$ cat src/rtl/pdm_pkg.sv
package pdm_pkg;

   // Sequencer states of the path delay meter
   typedef enum logic [2:0] {
      PS_IDLE = 3'd0,
      PS_SEND = 3'd1,
      PS_WAIT = 3'd2,
      PS_CALC = 3'd3,
      PS_NEXT = 3'd4,
      PS_DONE = 3'd5
   } pdm_state_e;

endpackage

$ cat src/rtl/pdm_echo_sync.sv
module pdm_echo_sync #(
   parameter int STAGES = 2
) (
   input  logic clk,
   input  logic rst_n,
   input  logic async_i,
   output logic rise_o
);

   generate
      if (STAGES < 2) begin : g_bad_stages
         $error("pdm_echo_sync: STAGES must be at least 2");
      end
   endgenerate

   // sh[STAGES-1] is the synchronized level, sh[STAGES] its delayed copy
   logic [STAGES:0] sh;

   always_ff @(posedge clk or negedge rst_n) begin
      if (!rst_n) begin
         sh <= '0;
      end else begin
         sh <= {sh[STAGES-1:0], async_i};
      end
   end

   assign rise_o = sh[STAGES-1] & ~sh[STAGES];

endmodule

$ cat src/rtl/pdm_seq.sv
module pdm_seq
   import pdm_pkg::*;
#(
   parameter int NUM_PATHS   = 4,
   parameter int CNT_W       = 16,
   parameter int TIMEOUT_CYC = 200,
   parameter int SYNC_STAGES = 2,
   localparam int IDX_W  = $clog2(NUM_PATHS),
   localparam int PCNT_W = $clog2(NUM_PATHS + 1)
) (
   input  logic                 clk,
   input  logic                 rst_n,
   input  logic                 start_i,
   input  logic [PCNT_W-1:0]    path_cnt_i,
   input  logic [NUM_PATHS-1:0] rise_i,
   output logic [NUM_PATHS-1:0] mark_o,
   output logic                 busy_o,
   output logic                 done_o,
   output logic [IDX_W-1:0]     cur_idx_o,
   output logic [CNT_W-1:0]     rt_o,
   output logic                 hit_o,
   output logic                 wr_en_o,
   output logic                 clr_o
);

   localparam int TMO_LIM = TIMEOUT_CYC + SYNC_STAGES;

   generate
      if (NUM_PATHS < 2) begin : g_bad_paths
         $error("pdm_seq: NUM_PATHS must be at least 2");
      end
      if (CNT_W < 2 || CNT_W > 31) begin : g_bad_width
         $error("pdm_seq: CNT_W must lie in 2..31");
      end else if (TMO_LIM >= (1 << CNT_W)) begin : g_bad_tmo
         $error("pdm_seq: timeout plus sync latency does not fit CNT_W");
      end
      if (SYNC_STAGES < 2) begin : g_bad_sync
         $error("pdm_seq: SYNC_STAGES must be at least 2");
      end
   endgenerate

   pdm_state_e           state;
   logic [IDX_W-1:0]     idx;
   logic [IDX_W-1:0]     last;
   logic [CNT_W-1:0]     cnt;
   logic [CNT_W-1:0]     rt_q;
   logic                 hit_q;
   logic                 done_q;
   logic [PCNT_W-1:0]    eff_cnt;
   logic [IDX_W-1:0]     last_d;
   logic                 sel_rise;

   // Count decode: zero or too many means every path
   always_comb begin
      if (path_cnt_i == '0 || path_cnt_i > PCNT_W'(NUM_PATHS)) begin
         eff_cnt = PCNT_W'(NUM_PATHS);
      end else begin
         eff_cnt = path_cnt_i;
      end
      last_d = IDX_W'(eff_cnt - PCNT_W'(1));
   end

   assign sel_rise = rise_i[idx];

   always_ff @(posedge clk or negedge rst_n) begin
      if (!rst_n) begin
         state  <= PS_IDLE;
         idx    <= '0;
         last   <= '0;
         cnt    <= '0;
         rt_q   <= '0;
         hit_q  <= 1'b0;
         done_q <= 1'b0;
      end else begin
         case (state)
            PS_IDLE: begin
               if (start_i) begin
                  state  <= PS_SEND;
                  idx    <= '0;
                  last   <= last_d;
                  cnt    <= '0;
                  done_q <= 1'b0;
               end
            end
            PS_SEND: begin
               cnt   <= cnt + CNT_W'(1);
               state <= PS_WAIT;
            end
            PS_WAIT: begin
               if (sel_rise) begin
                  rt_q  <= cnt - CNT_W'(SYNC_STAGES);
                  hit_q <= 1'b1;
                  state <= PS_CALC;
               end else if (cnt == CNT_W'(TMO_LIM)) begin
                  rt_q  <= '0;
                  hit_q <= 1'b0;
                  state <= PS_CALC;
               end else begin
                  cnt <= cnt + CNT_W'(1);
               end
            end
            PS_CALC: begin
               state <= (idx == last) ? PS_DONE : PS_NEXT;
            end
            PS_NEXT: begin
               idx   <= idx + IDX_W'(1);
               cnt   <= '0;
               state <= PS_SEND;
            end
            PS_DONE: begin
               done_q <= 1'b1;
               state  <= PS_IDLE;
            end
            default: state <= PS_IDLE;
         endcase
      end
   end

   // One marker bit per path, high only in the send cycle
   generate
      for (genvar p = 0; p < NUM_PATHS; p++) begin : g_mark
         assign mark_o[p] = (state == PS_SEND) && (idx == IDX_W'(p));
      end
   endgenerate

   assign busy_o    = (state != PS_IDLE);
   assign done_o    = done_q;
   assign cur_idx_o = idx;
   assign rt_o      = rt_q;
   assign hit_o     = hit_q;
   assign wr_en_o   = (state == PS_CALC);
   assign clr_o     = (state == PS_IDLE) && start_i;

   AST_ONE_MARK: assert property (@(posedge clk) disable iff (!rst_n)
      $onehot0(mark_o));
   AST_MARK_PULSE: assert property (@(posedge clk) disable iff (!rst_n)
      (mark_o != '0) |=> (mark_o == '0));
   AST_TIMER_CAP: assert property (@(posedge clk) disable iff (!rst_n)
      (state == PS_WAIT) |-> (cnt <= CNT_W'(TMO_LIM)));
   AST_START_BUSY: assert property (@(posedge clk) disable iff (!rst_n)
      (start_i && !busy_o) |=> busy_o);
   AST_DONE_IDLE: assert property (@(posedge clk) disable iff (!rst_n)
      done_o |-> !busy_o);
   AST_NO_RESTART: assert property (@(posedge clk) disable iff (!rst_n)
      (busy_o && start_i) |-> !clr_o);

endmodule

$ cat src/rtl/pdm_fwd_calc.sv
module pdm_fwd_calc #(
   parameter int CNT_W = 16
) (
   input  logic             clk,
   input  logic             rst_n,
   input  logic [CNT_W-1:0] rt_i,
   input  logic [CNT_W-1:0] ret_i,
   input  logic             hit_i,
   output logic [CNT_W-1:0] fwd_o,
   output logic             ok_o
);

   // Forward delay is round trip minus return leg; no wrap allowed
   always_comb begin
      ok_o  = hit_i && (ret_i <= rt_i);
      fwd_o = ok_o ? (rt_i - ret_i) : '0;
   end

   AST_NO_WRAP: assert property (@(posedge clk) disable iff (!rst_n)
      ok_o |-> (fwd_o <= rt_i));
   AST_MISS_ZERO: assert property (@(posedge clk) disable iff (!rst_n)
      !hit_i |-> (fwd_o == '0 && !ok_o));

endmodule

$ cat src/rtl/pdm_result_bank.sv
module pdm_result_bank #(
   parameter int NUM_PATHS = 4,
   parameter int CNT_W     = 16,
   localparam int IDX_W = $clog2(NUM_PATHS)
) (
   input  logic             clk,
   input  logic             rst_n,
   input  logic             clr_i,
   input  logic             wr_en_i,
   input  logic [IDX_W-1:0] wr_idx_i,
   input  logic [CNT_W-1:0] wr_dly_i,
   input  logic             wr_vld_i,
   input  logic [IDX_W-1:0] rd_idx_i,
   output logic [CNT_W-1:0] rd_dly_o,
   output logic             rd_vld_o
);

   logic [NUM_PATHS-1:0] vld_q;
   logic [CNT_W-1:0]     dly_q [NUM_PATHS];

   generate
      for (genvar p = 0; p < NUM_PATHS; p++) begin : g_entry
         always_ff @(posedge clk or negedge rst_n) begin
            if (!rst_n) begin
               vld_q[p] <= 1'b0;
               dly_q[p] <= '0;
            end else if (clr_i) begin
               vld_q[p] <= 1'b0;
               dly_q[p] <= '0;
            end else if (wr_en_i && wr_idx_i == IDX_W'(p)) begin
               vld_q[p] <= wr_vld_i;
               dly_q[p] <= wr_dly_i;
            end
         end
      end

      // Full index space needs no range guard; otherwise reads above the bank give zero
      if ((1 << IDX_W) == NUM_PATHS) begin : g_rd_full
         assign rd_dly_o = dly_q[rd_idx_i];
         assign rd_vld_o = vld_q[rd_idx_i];
      end else begin : g_rd_guard
         always_comb begin
            rd_dly_o = '0;
            rd_vld_o = 1'b0;
            for (int p = 0; p < NUM_PATHS; p++) begin
               if (rd_idx_i == IDX_W'(p)) begin
                  rd_dly_o = dly_q[p];
                  rd_vld_o = vld_q[p];
               end
            end
         end
      end
   endgenerate

   AST_CLR_EMPTY: assert property (@(posedge clk) disable iff (!rst_n)
      clr_i |=> (vld_q == '0));

endmodule

$ cat src/rtl/pps_loop_meter.sv
module pps_loop_meter #(
   parameter int NUM_PATHS   = 4,
   parameter int CNT_W       = 16,
   parameter int TIMEOUT_CYC = 200,
   parameter int SYNC_STAGES = 2,
   localparam int IDX_W  = $clog2(NUM_PATHS),
   localparam int PCNT_W = $clog2(NUM_PATHS + 1)
) (
   input  logic                       clk,
   input  logic                       rst_n,
   input  logic                       start_i,
   input  logic [PCNT_W-1:0]          path_cnt_i,
   input  logic [NUM_PATHS*CNT_W-1:0] ret_dly_i,
   output logic [NUM_PATHS-1:0]       mark_o,
   input  logic [NUM_PATHS-1:0]       echo_i,
   output logic                       busy_o,
   output logic                       done_o,
   input  logic [IDX_W-1:0]           rd_idx_i,
   output logic [CNT_W-1:0]           rd_dly_o,
   output logic                       rd_vld_o
);

   logic [NUM_PATHS-1:0] rise;
   logic [CNT_W-1:0]     ret_arr [NUM_PATHS];
   logic [IDX_W-1:0]     cur_idx;
   logic [CNT_W-1:0]     rt;
   logic                 hit;
   logic                 wr_en;
   logic                 clr;
   logic [CNT_W-1:0]     fwd;
   logic                 fwd_ok;

   generate
      for (genvar p = 0; p < NUM_PATHS; p++) begin : g_path
         pdm_echo_sync #(.STAGES(SYNC_STAGES)) u_sync (
            .clk     (clk),
            .rst_n   (rst_n),
            .async_i (echo_i[p]),
            .rise_o  (rise[p])
         );
         assign ret_arr[p] = ret_dly_i[p*CNT_W +: CNT_W];
      end
   endgenerate

   pdm_seq #(
      .NUM_PATHS   (NUM_PATHS),
      .CNT_W       (CNT_W),
      .TIMEOUT_CYC (TIMEOUT_CYC),
      .SYNC_STAGES (SYNC_STAGES)
   ) u_seq (
      .clk        (clk),
      .rst_n      (rst_n),
      .start_i    (start_i),
      .path_cnt_i (path_cnt_i),
      .rise_i     (rise),
      .mark_o     (mark_o),
      .busy_o     (busy_o),
      .done_o     (done_o),
      .cur_idx_o  (cur_idx),
      .rt_o       (rt),
      .hit_o      (hit),
      .wr_en_o    (wr_en),
      .clr_o      (clr)
   );

   pdm_fwd_calc #(.CNT_W(CNT_W)) u_calc (
      .clk   (clk),
      .rst_n (rst_n),
      .rt_i  (rt),
      .ret_i (ret_arr[cur_idx]),
      .hit_i (hit),
      .fwd_o (fwd),
      .ok_o  (fwd_ok)
   );

   pdm_result_bank #(
      .NUM_PATHS (NUM_PATHS),
      .CNT_W     (CNT_W)
   ) u_bank (
      .clk      (clk),
      .rst_n    (rst_n),
      .clr_i    (clr),
      .wr_en_i  (wr_en),
      .wr_idx_i (cur_idx),
      .wr_dly_i (fwd),
      .wr_vld_i (fwd_ok),
      .rd_idx_i (rd_idx_i),
      .rd_dly_o (rd_dly_o),
      .rd_vld_o (rd_vld_o)
   );

   AST_INVALID_ZERO: assert property (@(posedge clk) disable iff (!rst_n)
      !rd_vld_o |-> (rd_dly_o == '0));

endmodule

$ cat config.mk
export PLATFORM = sky130hd
export DESIGN_NAME = pps_loop_meter
export DESIGN_NICKNAME = d
export VERILOG_FILES = /design/src/rtl/pdm_pkg.sv /design/src/rtl/pdm_echo_sync.sv /design/src/rtl/pdm_seq.sv /design/src/rtl/pdm_fwd_calc.sv /design/src/rtl/pdm_result_bank.sv /design/src/rtl/pps_loop_meter.sv
export SDC_FILE = /design/constraint.sdc
export NUM_CORES = 1
export LEC_CHECK = 0
export CAP_MARGIN = 40
export CORE_MARGIN = 10
export CORE_UTILIZATION = 45
export DETAILED_ROUTE_END_ITERATION = 12
export PLACE_DENSITY = 0.68
export SYNTH_ARGS = -nofsm -noshare
export SYNTH_HDL_FRONTEND = slang
export SYNTH_SLANG_ARGS = --single-unit
$ cat constraint.sdc
create_clock -name clk -period 6.6 [get_ports clk]
set_input_delay 1.32 -clock clk [delete_from_list [all_inputs] [get_ports clk]]
set_output_delay 1.32 -clock clk [all_outputs]
set_load 0.02 [all_outputs]
==> qor.txt, run 1 <==
Fin worst setup slack: 1920 ps
Top_reg_cell synth: dfrtp_1
Post-Place Setup Slack: 1930 ps
Detailed Route Iter0 Violations: 374
Vias in the first global route: 5456
Routed len/inst: 17.8 um
Die Area: 20300 um^2
Placed Cells: 882
Final Hold Viols: 0
Core area: 14600 um^2
Post-layout minimum cycle time: 4680 ps
Register area share after synthesis: 0.448
Crit path top cell by count: clkdlybuf4s50_1
PD cells: 466 nW/um^2
Layout fillers: 1188
Total Routed Length: 16300 um
Post-cts gate resize count: 0
Pleak: 3.82 nW
Req. time, crit path: 5280 ps
Area Overhead vs Synth: 26.0%
Final HPWL DP: 12000 um
Most common cell after layout, fill and taps aside: dfrtp_1
Crit end category: output port
Stages on worst setup path: 3
Reg area: 3030 um^2
DRT Pass-1 Iters: 5
Crit path largest cell delay: 1050 ps
Total CTS buffers: 17
Int Pwr: 2.39 mW
Crit path launch type: primary input
Logic pwr share: 0.470
Setup CP Type: primary input to output port
Area of the multi-input gates: 3460 um^2
Antenna violations before repair: 0
Syn Inst Count: 630
Sequential power share: 0.287
Sw Share: 0.398
Setup TNS: 0 ps
Largest cells by area after synthesis: dfrtp_1 45%, mux4_2 11%, ha_1 4.6%
GPL Wtd Cong: 0.896
Post-layout util: 0.582
Critical path peak fanout: 17
Max_cap viols: 0
Most frequent cells in the layout: 121 x dfrtp_1, 97 x clkdlybuf4s50_1, 73 x nand2_1, 39 x nor2_1, 34 x mux4_2
Outcome: finished, final reports clean
IO Pins: 99
Synth Register Bits: 121
Ys async rst share: 1.00
Crit share post-route: 0.709
Width of the chip: 143 um
# DRC: 0
Buffer depth of the longest clock path: 2
Largest net degree at the start of global routing: 70
Clock tree sinks: 121
Clk_lat worst skew: 410 ps
Min Hold Slack: 351 ps
Fmax: 214 MHz
Global router's overall resource usage: 0.166
Yosys cell types: 50
Rel. slew slack: 0.410
Max Clock Skew: 7.27 ps
CP top delay family: buffers and inverters
GR Overflow Total: 0
RR Startpoint: u_seq.cur_idx_o[0]
Top-area cell type share of the netlist area: 0.448
Switching Power: 1.58 mW
Slew Limit Fails: 0
Tot Pwr: 3.97 mW
H-tree depth: 4
Data arrival, critical path: 3360 ps
Worst hold path type: flip-flop to flip-flop
Beginning of the worst hold path: g_path[0].u_sync.sh[0]
Syn Area/Cell: 10.7 um^2
Peak supply drop: 205 uV
Routed Antenna Nets: 0
Initial Utilization: 0.462
CTS tree: yes
DP Area: 7900 um^2
Post-synth EDFFs: 0
Share of layout cells above drive strength 1: 0.144
First-pass GRT wire length: 27100 um
Final #Nets: 819
Worst-path clk slew: 50 ps
Post-cts hold buffer count: 0
Die Span Y: 143 um
Clock share of power: 0.243
Setup violators final: 0
Number of vias per cell: 5.69
Core Rows: 44
Post CTS Setup Buffer Count: 0
Port Buf Inserts: 98
Slowest-stage cell, CP: clkdlybuf4s50_1
Hold depth: 0
Dominant cell type by area after synthesis: dfrtp_1
Detailed-route via count: 5203
RSZ-0062 raised after global routing: false
Worst setup path start: rd_idx_i[1]
Cell Chain, Critical Path: clkdlybuf4s50_1 > mux4_2 > clkdlybuf4s50_1
Root Buffer: clkbuf_16
Worst Max-Slew Pin Slew: 883 ps
WP buf/inv: 2
Non-filler cells, final: 914
Post-synthesis cell area: 6760 um^2
R2R depth: 11
Post-Syn Nets: 732
ANT cells: 0
Final instance area: 8520 um^2
Yosys warns: 0
synthesized netlist by cell type, types with 2 or more instances:
cell,count
mux4_2,34
o21ai_0,32
nor4bb_1,2
and2_1,2
nand4_1,11
dfrtp_1,121
nand2_1,73
o31ai_1,30
o21a_1,8
nor3_1,11
a21o_1,9
mux2_2,16
a21boi_0,2
ha_1,25
o2111ai_1,2
buf_4,2
nor2_1,39
xor2_1,24
and3_1,9
or2_2,4
inv_1,30
clkbuf_1,30
a22o_1,16
nor4_1,5
nand3_1,15
a211oi_1,3
xnor2_1,15
buf_2,6
a31oi_1,6
a21oi_1,19
nand3b_1,2
nor2b_1,7
nand2b_1,3
metal layers:
| layer | GRT usage | share of wire | up-vias |
|---|---|---|---|
| li1 | - | - | 2466 |
| met1 | 0.192 | 0.43 | 2575 |
| met2 | 0.287 | 0.50 | 143 |
| met3 | 0.0511 | 0.054 | 19 |
| met4 | 0.0559 | 0.014 | 0 |
| met5 | 0 | 0 | - |
kinds of logic after synthesis:
kind of cell | after synthesis | share of synthesized area
and+or+nand+nor | 186 | 0.129
AOI/OAI and AO/OA | 136 | 0.140
DFF | 121 | 0.448
buffers and inverters | 71 | 0.0418
muxes | 51 | 0.141
xor gates and xnor gates | 39 | 0.0505
adders and majority gates | 26 | 0.0492
worst register-to-register path: cells and delay by family, from the launching register on:
family	cells	cell delay, ps
adder cells (fa/ha/maj)	1	310
multiplexers	1	560
flip-flops	1	320
AO/OA/AOI/OAI	5	1180
buffers and inverters	3	830
AND/OR/NAND/NOR	1	210
power groups by stage:
stage	Combinational [mW]	Sequential, mW	Clock [mW]
final	1.87	1.14	0.963
after global routing	2.07	1.17	1.01
after CTS	1.87	1.14	0.979
after detailed placement	1.86	1.15	0
after global placement	1.79	1.15	0
after floorplan	1.38	1.08	0
sequential cells by signal, indices dropped and copies added (netlist names):
| name | count |
|---|---|
| u_bank.dly_q | 64 |
| u_seq.rt_o | 16 |
| u_seq.last | 2 |
| g_path.u_sync.sh | 12 |
| u_seq.hit_o | 1 |
| u_seq.cnt | 16 |
| u_seq.cur_idx_o | 2 |
| u_seq.state | 3 |
| u_bank.vld_q | 4 |
| u_seq.done_o | 1 |
final timing paths:
check                                          to  slack (ps)
max in group asynchronous           u_seq.rt_o[8]        4360
min in group asynchronous        u_bank.dly_q[51]         940
max                                  rd_dly_o[15]        1920
min reg2reg                g_path[0].u_sync.sh[1]         350
max reg2reg                      u_bank.dly_q[17]        3070
min                        g_path[0].u_sync.sh[1]         350
cell type report:
type	count	share of cell area
clock buffer	19	0.0520
inverter	31	0.0137
multi-input combinational	438	0.407
tap	184	0.0270
timing repair buffer	108	0.125
clock inverter	13	0.0207
sequential	121	0.355
Power figures use the tool's default switching activity.
==> run 2: changes to the inputs <==
Clock period 6.6 ns to 4.7 ns, I/O delays scaled along.
==> run 2 against run 1 <==
Effect of this change: total power rose by 39%; count of clock-buffer cells in the layout rose by 3; non-clock buffer count rose by 6; sequential share of layout area fell by 0.057 points; clock skew fell by 0.94 ps; critical path type unchanged.
==> qor.txt, run 2 (synthesis gave the netlist of run 1 again) <==
Outcome: finished, final reports clean
Worst-path clk slew: 50 ps
Slew Limit Fails: 0
First-pass GRT wire length: 28100 um
Max Clock Skew: 6.33 ps
Non-filler cells, final: 919
Post-cts hold buffer count: 0
Core Rows: 44
Post CTS Setup Buffer Count: 0
Total Routed Length: 16900 um
Data arrival, critical path: 2920 ps
Clock tree sinks: 121
Worst hold path type: flip-flop to flip-flop
Max reg flops: 64
# DRC: 0
Logic pwr share: 0.486
Clk_lat worst skew: 420 ps
Largest net degree at the start of global routing: 61
Area Overhead vs Synth: 26.2%
Hold Path End: g_path[1].u_sync.sh[1]
GR Overflow Total: 0
RR Startpoint: u_seq.cur_idx_o[0]
Die Span Y: 143 um
Routed Antenna Nets: 0
RSZ-0062 raised after global routing: false
Total CTS buffers: 17
Peak supply drop: 389 uV
Beginning of the worst hold path: g_path[1].u_sync.sh[0]
Pleak: 3.84 nW
Placed Cells: 887
Most frequent cells in the layout: 121 x dfrtp_1, 97 x clkdlybuf4s50_1, 73 x nand2_1, 39 x nor2_1, 34 x mux4_2
Final Hold Viols: 0
GPL Wtd Cong: 0.838
Rel. slew slack: 0.422
Req. time, crit path: 3760 ps
Sequential power share: 0.288
ANT cells: 0
Setup CP Type: primary input to output port
H-tree depth: 4
Initial Utilization: 0.462
Detailed-route via count: 5238
Crit path launch type: primary input
Layout fillers: 1248
Die Area: 20300 um^2
Int Pwr: 3.29 mW
Global router's overall resource usage: 0.174
Hold depth: 0
Fmax: 259 MHz
Worst Max-Slew Pin Slew: 864 ps
Buffer depth of the longest clock path: 2
Switching Power: 2.24 mW
Number of vias per cell: 5.70
Vias in the first global route: 5573
Core area: 14600 um^2
Sw Share: 0.405
R2R Path End: u_bank.dly_q[61]
Root Buffer: clkbuf_16
Final #Nets: 825
Detailed Route Iter0 Violations: 351
R2R Setup Slk: 1230 ps
DRT Pass-1 Iters: 6
Setup TNS: 0 ps
R2R depth: 10
Critical path peak fanout: 17
CTS tree: yes
Clock share of power: 0.226
Share of layout cells above drive strength 1: 0.148
Post-cts gate resize count: 0
PD cells: 648 nW/um^2
Final HPWL DP: 12800 um
Width of the chip: 143 um
Routed len/inst: 18.4 um
IO Pins: 99
Max_cap viols: 0
Most common cell after layout, fill and taps aside: dfrtp_1
Port Buf Inserts: 98
Biggest register: u_bank.dly_q
Crit end category: output port
Crit share post-route: 0.821
Post-layout minimum cycle time: 3860 ps
Setup violators final: 0
Antenna violations before repair: 0
-- run 2: worst max path at each step --
| stage | startpoint | end | slack (ps) | cells past startpoint |
|---|---|---|---|---|
| final | rd_idx_i[0] | rd_dly_o[11] | 840 | 4 |
| after global routing | rd_idx_i[0] | rd_dly_o[11] | 760 | 4 |
| after CTS | ret_dly_i[61] | u_bank.dly_q[42] | 770 | 10 |
| after detailed placement | ret_dly_i[61] | u_bank.dly_q[42] | 340 | 10 |
| after global placement | ret_dly_i[57] | u_bank.dly_q[10] | 470 | 10 |
| after floorplan | u_seq.cur_idx_o[0] | u_bank.dly_q[39] | 1240 | 13 |
-- run 2: metal layers --
layer / vias to the layer above / track usage / routed length [um]
met1: 2608 / 0.200 / 7040
met4: 0 / 0.0711 / 358
li1: 2475 / - / -
met2: 131 / 0.305 / 8780
met3: 24 / 0.0401 / 736
met5: - / 0 / 0
-- run 2: per-stage QoR --
stage | setup WS (ps) | util | power (mW) | instance area, um^2 | hold slack (ps)
after floorplan | 1240 | - | 3.45 | 6760 | 331
after global placement | 473 | 0.541 | 4.16 | 7920 | 332
after detailed placement | 338 | 0.543 | 4.27 | 7950 | 345
after CTS | 771 | 0.582 | 5.55 | 8520 | 357
after global routing | 756 | 0.583 | 5.91 | 8530 | 366
final | 841 | 0.583 | 5.53 | 8530 | 353
-- run 2: cell type report --
class / instances / area [um^2] / area share
well taps: 184 / 230 / 0.0270
flip-flops and latches: 121 / 3030 / 0.355
clock buffers: 22 / 474 / 0.0556
multi-input cells: 438 / 3460 / 0.406
repair buffers: 114 / 1120 / 0.132
clock inverters: 9 / 97.6 / 0.0114
inverters: 31 / 116 / 0.0136
-- run 2: worst max-delay path, cell delays in order --
cell	delay [ps]
clkdlybuf4s50_1	460
buf_4	340
mux4_2	600
clkdlybuf4s50_1	570
-- run 2: power groups by stage --
| stage | clock network [mW] | logic, mW | registers (mW) |
|---|---|---|---|
| final | 1.25 | 2.68 | 1.59 |
| after global placement | 0 | 2.58 | 1.58 |
| after CTS | 1.27 | 2.69 | 1.59 |
| after global routing | 1.32 | 2.96 | 1.63 |
| after floorplan | 0 | 1.93 | 1.51 |
| after detailed placement | 0 | 2.67 | 1.60 |
